## config.mk

```make
export PLATFORM = sky130hd
export DESIGN_NAME = uart_cts_tx
export DESIGN_NICKNAME = d
export VERILOG_FILES = /design/src/rtl/uctx_pkg.sv /design/src/rtl/uctx_sync.sv /design/src/rtl/uctx_holdbuf.sv /design/src/rtl/uctx_shifter.sv /design/src/rtl/uart_cts_tx.sv
export SDC_FILE = /design/constraint.sdc
export NUM_CORES = 1
export LEC_CHECK = 0
export BUFFER_PORTS_ARGS = -buffer_cell sky130_fd_sc_hd__buf_4
export CAP_MARGIN = 10
export CORE_MARGIN = 1
export CORE_UTILIZATION = 52
export CTS_CLUSTER_SIZE = 24
export DETAILED_ROUTE_END_ITERATION = 6
export GPL_ROUTABILITY_DRIVEN = 1
export MAX_ROUTING_LAYER = met4
export PLACE_DENSITY = 0.69
export RECOVER_POWER = 50
export SKIP_LAST_GASP = 1
export SLEW_MARGIN = 20
export SYNTH_ARGS = -nofsm -noshare
export SYNTH_HDL_FRONTEND = slang
export SYNTH_HIERARCHICAL = 1
export SYNTH_SLANG_ARGS = --single-unit
```

## constraint.sdc

```tcl
create_clock -name clk_i -period 2.55 [get_ports clk_i]
set_input_delay 0.3825 -clock clk_i [delete_from_list [all_inputs] [get_ports clk_i]]
set_output_delay 0.3825 -clock clk_i [all_outputs]
set_load 0.05 [all_outputs]
```

## src/rtl/uctx_pkg.sv

```systemverilog
package uctx_pkg;
  // start bit plus stop bit around the data field
  localparam int unsigned FRAME_OVERHEAD = 2;

  function automatic int unsigned frame_len(input int unsigned data_w);
    return data_w + FRAME_OVERHEAD;
  endfunction
endpackage

```

## src/rtl/uctx_sync.sv

```systemverilog
module uctx_sync #(
  parameter int unsigned STAGES = 2,
  parameter logic        RST_VAL = 1'b1
) (
  input  logic clk,
  input  logic rst_n,
  input  logic d,
  output logic q
);
  logic [STAGES-1:0] chain_q;
  logic [STAGES-1:0] chain_d;

  always_comb chain_d = {chain_q[STAGES-2:0], d};

  always_ff @(posedge clk or negedge rst_n) begin
    if (!rst_n) chain_q <= {STAGES{RST_VAL}};
    else        chain_q <= chain_d;
  end

  assign q = chain_q[STAGES-1];
endmodule

```

## src/rtl/uctx_holdbuf.sv

```systemverilog
module uctx_holdbuf #(
  parameter int unsigned DATA_W = 8
) (
  input  logic              clk,
  input  logic              rst_n,
  input  logic              wr,
  input  logic [DATA_W-1:0] wdata,
  input  logic              take,
  output logic              full,
  output logic [DATA_W-1:0] data,
  output logic              ovr
);
  logic              full_q, full_d;
  logic              ovr_q, ovr_d;
  logic [DATA_W-1:0] data_q, data_d;
  logic              accept;

  always_comb begin
    accept = wr && !full_q;
    full_d = full_q;
    data_d = data_q;
    ovr_d  = ovr_q || (wr && full_q);
    if (take)   full_d = 1'b0;
    if (accept) begin
      full_d = 1'b1;
      data_d = wdata;
    end
  end

  always_ff @(posedge clk or negedge rst_n) begin
    if (!rst_n) begin
      full_q <= 1'b0;
      ovr_q  <= 1'b0;
      data_q <= '0;
    end else begin
      full_q <= full_d;
      ovr_q  <= ovr_d;
      if (accept) data_q <= data_d;
    end
  end

  assign full = full_q;
  assign data = data_q;
  assign ovr  = ovr_q;
endmodule

```

## src/rtl/uctx_shifter.sv

```systemverilog
module uctx_shifter
  import uctx_pkg::*;
#(
  parameter int unsigned DATA_W = 8,
  parameter int unsigned OVS    = 16
) (
  input  logic              clk,
  input  logic              rst_n,
  input  logic              tick,
  input  logic              load,
  input  logic [DATA_W-1:0] ld_data,
  output logic              bit_edge,
  output logic              free,
  output logic              busy,
  output logic              txd
);
  localparam int unsigned PH_W       = $clog2(OVS);
  localparam int unsigned FRAME_BITS = frame_len(DATA_W);
  localparam int unsigned CNT_W      = $clog2(FRAME_BITS);

  logic [PH_W-1:0]       ph_q, ph_d;
  logic [CNT_W-1:0]      cnt_q, cnt_d;
  logic [FRAME_BITS-1:0] sh_q, sh_d;
  logic                  busy_q, busy_d;
  logic                  last_bit;

  always_comb begin
    bit_edge = tick && (ph_q == PH_W'(OVS-1));
    last_bit = (cnt_q == CNT_W'(FRAME_BITS-1));
    free     = !busy_q || last_bit;

    ph_d = ph_q;
    if (tick) ph_d = bit_edge ? '0 : ph_q + 1'b1;

    sh_d   = sh_q;
    cnt_d  = cnt_q;
    busy_d = busy_q;
    if (load) begin
      sh_d   = {1'b1, ld_data, 1'b0};
      cnt_d  = '0;
      busy_d = 1'b1;
    end else if (bit_edge && busy_q) begin
      if (last_bit) begin
        busy_d = 1'b0;
      end else begin
        sh_d  = {1'b1, sh_q[FRAME_BITS-1:1]};
        cnt_d = cnt_q + 1'b1;
      end
    end
  end

  always_ff @(posedge clk or negedge rst_n) begin
    if (!rst_n) begin
      ph_q   <= '0;
      cnt_q  <= '0;
      sh_q   <= '1;
      busy_q <= 1'b0;
    end else begin
      ph_q   <= ph_d;
      cnt_q  <= cnt_d;
      sh_q   <= sh_d;
      busy_q <= busy_d;
    end
  end

  assign busy = busy_q;
  assign txd  = sh_q[0] || !busy_q;
endmodule

```

## src/rtl/uart_cts_tx.sv

```systemverilog
module uart_cts_tx #(
  parameter int unsigned DATA_W      = 8,
  parameter int unsigned OVS         = 16,
  parameter int unsigned SYNC_STAGES = 2
) (
  input  logic              clk_i,
  input  logic              rst_ni,
  input  logic              tick16_i,
  input  logic              wr_i,
  input  logic [DATA_W-1:0] wdata_i,
  input  logic              hs_en_i,
  input  logic              cts_ni,
  output logic              txd_o,
  output logic              tbe_irq_o,
  output logic              busy_o,
  output logic              ovr_o
);
  logic              cts_hold;
  logic              buf_full;
  logic [DATA_W-1:0] buf_data;
  logic              bit_edge;
  logic              sh_free;
  logic              load;
  logic              irq_q, irq_d;

  uctx_sync #(.STAGES(SYNC_STAGES), .RST_VAL(1'b1)) u_sync (
    .clk(clk_i), .rst_n(rst_ni), .d(cts_ni), .q(cts_hold)
  );

  uctx_holdbuf #(.DATA_W(DATA_W)) u_buf (
    .clk(clk_i), .rst_n(rst_ni), .wr(wr_i), .wdata(wdata_i),
    .take(load), .full(buf_full), .data(buf_data), .ovr(ovr_o)
  );

  uctx_shifter #(.DATA_W(DATA_W), .OVS(OVS)) u_shift (
    .clk(clk_i), .rst_n(rst_ni), .tick(tick16_i), .load(load),
    .ld_data(buf_data), .bit_edge(bit_edge), .free(sh_free),
    .busy(busy_o), .txd(txd_o)
  );

  // move only at a bit boundary, into a free shifter, when allowed
  always_comb begin
    load  = bit_edge && sh_free && buf_full && (!hs_en_i || !cts_hold);
    irq_d = load;
  end

  always_ff @(posedge clk_i or negedge rst_ni) begin
    if (!rst_ni) irq_q <= 1'b0;
    else         irq_q <= irq_d;
  end

  assign tbe_irq_o = irq_q;
endmodule

```

Word level (Yosys, flattened, before mapping)
Index checks and enable logic that the tools add are counted.
Storage, ports and cells
  output and inout port bits: 4
  flip-flop bits (word level): 32
  input bits: 14
  word-level logic and storage cells: 46
Operators by class
  eq/ne operators: 3
  reduce and logical (&&, ||, !) cells: 20
  $add $sub $neg: 2
  muxes and demuxes: 12
Operators with widths (count)
  $mux W10: 3
  $mux W4: 4
  $add A4 B1 Y4 const B: 2
  $eq A4 B4 Y1 const B: 2
  $logic_and A1 B1 Y1: 7
  $reduce_bool A2 Y1: 3
  $mux W1: 5
  $logic_not A1 Y1: 4
  $logic_or A1 B1 Y1: 4
  $reduce_and A2 Y1: 2
  $ne A2 B2 Y1 const B: 1

Depth between registers and ports, before layout
  depth after elaboration: 7
  depth in mapped cells: 11
  depth with buffers taken out: 9

By module
The synthesis kept the hierarchy.
By module, submodules not included
  uctx_shifter: times used 1, area an instance 1021.0 µm², cells an instance 100, seq. area each 461.7 µm²
  uctx_holdbuf: times used 1, area an instance 407.9 µm², cells an instance 23, seq. area each 250.2 µm²
  uctx_sync: times used 1, area an instance 52.6 µm², cells an instance 2, seq. area each 52.6 µm²
  uart_cts_tx: times used 1, area an instance 38.8 µm², cells an instance 3, seq. area each 25.0 µm²

Worst setup path before layout
No wires, ideal clock.
  path type: register to register
  start point: reg u_shift.ph_q[0]
  end point: reg u_shift.cnt_q[1]
  library setup time: 134 ps
  stages on the path, launching flop included: 11
  required time: 2416 ps
  period minus slack after synthesis: 1888 ps
  arrival time: 1754 ps
  setup slack: 662 ps
  buffers on the path: 2
  path through: dfrtp_1 -> ha_1 -> nand4_4 -> clkinv_2 -> buf_6 -> nand3_1 -> a21oi_2 -> clkbuf_1 -> nor2_1 -> nand4_1 -> o31ai_1
On the way
  cells in the longest elaborated chain, start to end: 7
  elaborated cells between the ends (all ways): 10
  those cells by class: eq/ne (2); mux (1); reduce/logical (7)
Ends and longest elaborated chain
  from (decl): line uctx_shifter.sv:21  | logic [PH_W-1:0] ph_q, ph_d;
  from (signal assigned): line uctx_shifter.sv:59  | ph_q <= ph_d;
  $eq A4 B4 Y1 (*): line uctx_shifter.sv:28  | bit_edge = tick && (ph_q == PH_W'(OVS-1));
  $logic_and A1 B1 Y1 (*): line uctx_shifter.sv:28
  net bit_edge: line uart_cts_tx.sv:21  | logic bit_edge;
  $logic_and A1 B1 Y1 (*) (3 in a row): line uart_cts_tx.sv:43  | load = bit_edge && sh_free && buf_full && (!hs_en_i || !cts_hold);
  net irq_d: line uart_cts_tx.sv:24  | logic irq_q, irq_d;
  $ne A2 B2 Y1 (no line) / $reduce_bool A2 Y1 (equally long branches)
  $reduce_and A2 Y1 (no line)
  to (signal assigned): line uctx_shifter.sv:60  | cnt_q <= cnt_d;
  to (decl): line uctx_shifter.sv:22  | logic [CNT_W-1:0] cnt_q, cnt_d;
The timed path passes the listed nets; every way through them passes the cells marked *.
A chain may end at the register's enable or synchronous reset.

Worst setup path in the final report
  start point: reg u_shift.ph_q[0]
  end point: reg u_shift.sh_q[4]
On the way
  cells in the longest elaborated chain, start to end: 7
  elaborated cells between the ends (all ways): 10
  those cells by class: eq/ne (2); mux (1); reduce/logical (7)
Ends and longest elaborated chain
  $eq A4 B4 Y1 (*): line uctx_shifter.sv:28
  $logic_and A1 B1 Y1 (*): line uctx_shifter.sv:28
  net bit_edge: line uart_cts_tx.sv:21
  $logic_and A1 B1 Y1 (*) (3 in a row): line uart_cts_tx.sv:43
  net irq_d: line uart_cts_tx.sv:24
  $ne A2 B2 Y1 (no line) / $reduce_bool A2 Y1 (equally long branches)
  $reduce_and A2 Y1 (no line)
  to (signal assigned): line uctx_shifter.sv:56  | sh_q <= '1;
  to (signal assigned): line uctx_shifter.sv:61  | sh_q <= sh_d;
  to (decl): line uctx_shifter.sv:23  | logic [FRAME_BITS-1:0] sh_q, sh_d;
Marks and branches as above.

==> summary.txt <==
Timing
  • Count of pins over their slew limit: 32
  • Hold Fails Final Rpt: 0
  • Crit share post-route: approximately nine tenths
  • Slew at the pin closest to its max-slew limit: approximately 1.6 ns
  • RSZ-0062 raised after global routing: no
  • Peak Freq: between 400 and 500 MHz
  • Slew headroom: -7.89%
  • Setup tns final: 0 ns
  • Worst clock skew: approximately 0.012 ns
  • Final setup viols: 0
  • Final min period: 2.26 ns

Logic synthesis
  • Adder-Cell Fraction of Synth Area: under 10%
  • Top post-synthesis cells by area: dfrtp_1 (33%), dfstp_2 (19%), mux2_4 (7.9%)
  • Synth warn: 6
  • Share of the synthesized area in the top cell type: between 30% and 40%
  • Synthesized cell area: approximately 0.0015 sq mm
  • Sequential area share after synthesis: roughly half
  • Cell variety after synth: 34
  • Compound-Gate Fraction of Synth Area: 15.8%
  • Gate Count Post-Synth: about 130
  • Mux cell area share after synthesis: between 10% and 20%
  • Largest family of logic cells by synthesized area: compound AO/OA/AOI/OAI gates
  • Leading area contributor after synthesis: dfrtp_1
  • Syn Nets: around 150
  • Synth Area in XOR/XNOR: less than 1%
  • Register bit total from synthesis: 31
  • Fraction of the mapped netlist area in simple logic gates: approximately an eighth
  • Syn_area_per_cell: roughly 12 sq um

Setup path
  • Crit end category: flop
  • Worst setup SP type: flop
  • WP data arrival: around 2.5 ns
  • Kind of critical path: flop to flop
  • Required @ worst endpoint: between 2 and 3 ns
  • FF-to-FF path depth: 8
  • Crit Path Max Fanout: 13

Clocking
  • CTS sink count: 31
  • Clock transition at path regs: 0.09 ns
  • CTS resizes: 0
  • Clk buf depth: 2
  • Worst skew pair latency: between 0.3 and 0.4 ns
  • CTS root buf: clkbuf_4
  • H-tree depth: 2
  • Total CTS buffers: 5
  • CTS tree: built

Global route
  • Initial antenna violation count: 0
  • Gr usage total: 20.6%
  • Vias in the first global route: roughly 1100
  • Largest net degree at the start of global routing: 32
  • First-pass GRT wire length: around 4800 microns
  • Global route overflow: 0

Power
  • Leak: 0.000713 uW
  • PwrDens: between 900 and 1000 mW/mm^2
  • Worst VDD drop: 0.681 mV

Placement
  • Placed Cells: approximately 170
  • Final GP Congestion: roughly 0.83
  • Port Buffer Count: 17
  • Hpwl dp: between 1500 and 2000 microns

Routing
  • Residual DRC: 0
  • Drt pass-1 iters: 4
  • Drt via density: a little under 6
  • Iteration-0 DRC Markers: 32
  • DR vias: roughly 1100
  • Post-DR wirelength/cell: 15.2 microns
  • ANT nets after route: 0
  • Final wirelength: ~2700 microns

Die
  • Ports: 18
  • Initial Utilization: between 50% and 60%
  • Site row count: 19
  • Core box area: between 0.002 and 0.003 sq mm
  • Die area: ~0.0031 sq mm
  • Die W: approximately 56 microns
  • Die height: around 56 microns

Outcome
  • Status: finished, violations left
  • Failing checks: capacitance limit, slew limit

Min path
  • WHS Path Cells: 1
  • HP Class: input pin to flop

Job
  • Max Cap Viol: 1

Layout
  • Antenna Diode Count: 0
  • Net count, final: 165
  • Synth-to-Final Area Change: 12.5%
  • Layout cells sized above 1: 36.2%
  • Fin cells: 180
cell families (layout without fill, tap and decap cells):
logic type / Yosys count / count (layout)
muxes: 12 / 12
and+or+nand+nor: 32 / 32
xor gates and xnor gates: 1 / 1
DFF: 31 / 31
adders and majority gates: 3 / 3
buffers and inverters: 13 / 34
AOI/OAI and AO/OA: 36 / 36
power by group:
group          switching [uW]  leakage, uW  internal [uW]
combinational             279     0.000330            258
clock                     153    0.0000265            110
sequential                139     0.000357            714
total                     571     0.000713           1080
layer usage:
metal / vias up / global-route usage [%] / routed length [microns]
met3: 4 / 4.19 / 111
met5: - / - / 0
met1: 511 / 25.4 / 1240
met2: 30 / 32.8 / 1350
li1: 505 / - / -
met4: 0 / 9.41 / 32
critical path, stage by stage, from the launching register on:
cell      delay [ns]
dfrtp_1         0.44
ha_1            0.26
nand4_4         0.23
clkinv_2        0.23
nand3_1         0.12
a21oi_2         0.43
buf_4           0.26
a41oi_1         0.05
a21oi_1         0.16
cell usage in the layout, fill, tap and decap left out, types with 2 or more instances in the layout:
| cell type | instances |
|---|---|
| a21oi_1 | 12 |
| a41oi_1 | 7 |
| buf_4 | 19 |
| clkbuf_1 | 4 |
| clkbuf_4 | 6 |
| dfrtp_1 | 20 |
| dfstp_2 | 11 |
| ha_1 | 3 |
| inv_1 | 2 |
| mux2_1 | 2 |
| mux2_2 | 2 |
| mux2_4 | 8 |
| nand2_1 | 4 |
| nand2b_1 | 2 |
| nand3_1 | 2 |
| nand4_1 | 4 |
| nor2_1 | 4 |
| nor2b_1 | 9 |
| o21ai_0 | 3 |
| o31ai_1 | 10 |
final timing paths:
| path | from | end | slack, ns |
|---|---|---|---|
| worst max-delay path | u_shift/ph_q[0]$_DFFE_PN0P_ | u_shift/sh_q[4]$_DFFE_PN1P_ | 0.29 |
| worst min-delay path | cts_ni | u_sync/chain_q[0]$_DFF_PN1_ | 0.17 |
| worst max register to register | u_shift/ph_q[0]$_DFFE_PN0P_ | u_shift/sh_q[4]$_DFFE_PN1P_ | 0.29 |
| worst min register to register | u_sync/chain_q[0]$_DFF_PN1_ | u_sync/chain_q[1]$_DFF_PN1_ | 0.36 |
| max in group asynchronous | rst_ni | u_buf/data[2]$_DFFE_PN0P_ | 0.60 |
| min in group asynchronous | rst_ni | u_shift/ph_q[3]$_DFFE_PN0P_ | 1.00 |
state kept, by name, indices dropped and copies added (netlist names), 2 cells and up:
signal,cells
u_buf/data,8
u_shift/cnt_q,4
u_shift/ph_q,4
u_shift/sh_q,9
u_sync/chain_q,2
through the flow:
stage	hold slack [ns]	total power [uW]	worst slack [ns]	instance area, sq um	util, %
6_report	0.170	1650	0.287	1710	62.0
5_1_grt	0.147	1760	0.0306	1710	62.0
4_1_cts	0.149	1670	0.295	1710	62.2
3_5_place_dp	0.336	1390	0.341	1660	60.0
3_3_place_gp	0.331	1370	0.425	1660	60.0
2_1_floorplan	0.0869	1240	0.662	1520	-
final cells by class:
type / count / area [sq um]
flip-flops and latches: 31 / 790
repair buffers: 22 / 164
fillers: 233 / 1050
inverters: 4 / 16.3
clock buffers: 8 / 48.8
multi-input cells: 84 / 653
well taps: 31 / 38.8
synthesized netlist by cell type (all sizes together):
| library cell | n |
|---|---|
| nor3 | 2 |
| xnor2 | 1 |
| a21oi | 13 |
| and3b | 1 |
| clkbuf | 2 |
| nor2b | 10 |
| ha | 3 |
| nand2b | 2 |
| o21ai | 4 |
| inv | 3 |
| nor2 | 5 |
| mux2 | 12 |
| nand3b | 1 |
| buf | 7 |
| nand3 | 2 |
| o31ai | 10 |
| nand4 | 5 |
| clkinv | 1 |
| a31oi | 1 |
| nand2 | 4 |
| a21o | 1 |
| dfstp | 11 |
| dfrtp | 20 |
| a41oi | 7 |
timing repair:
item / in CTS / in global routing
buffers inserted: 0 / 0
hold buffers: 1 / 0
endpoints found under the hold margin: 20 / 0
No activity file was read; power rests on OpenSTA's default activity.
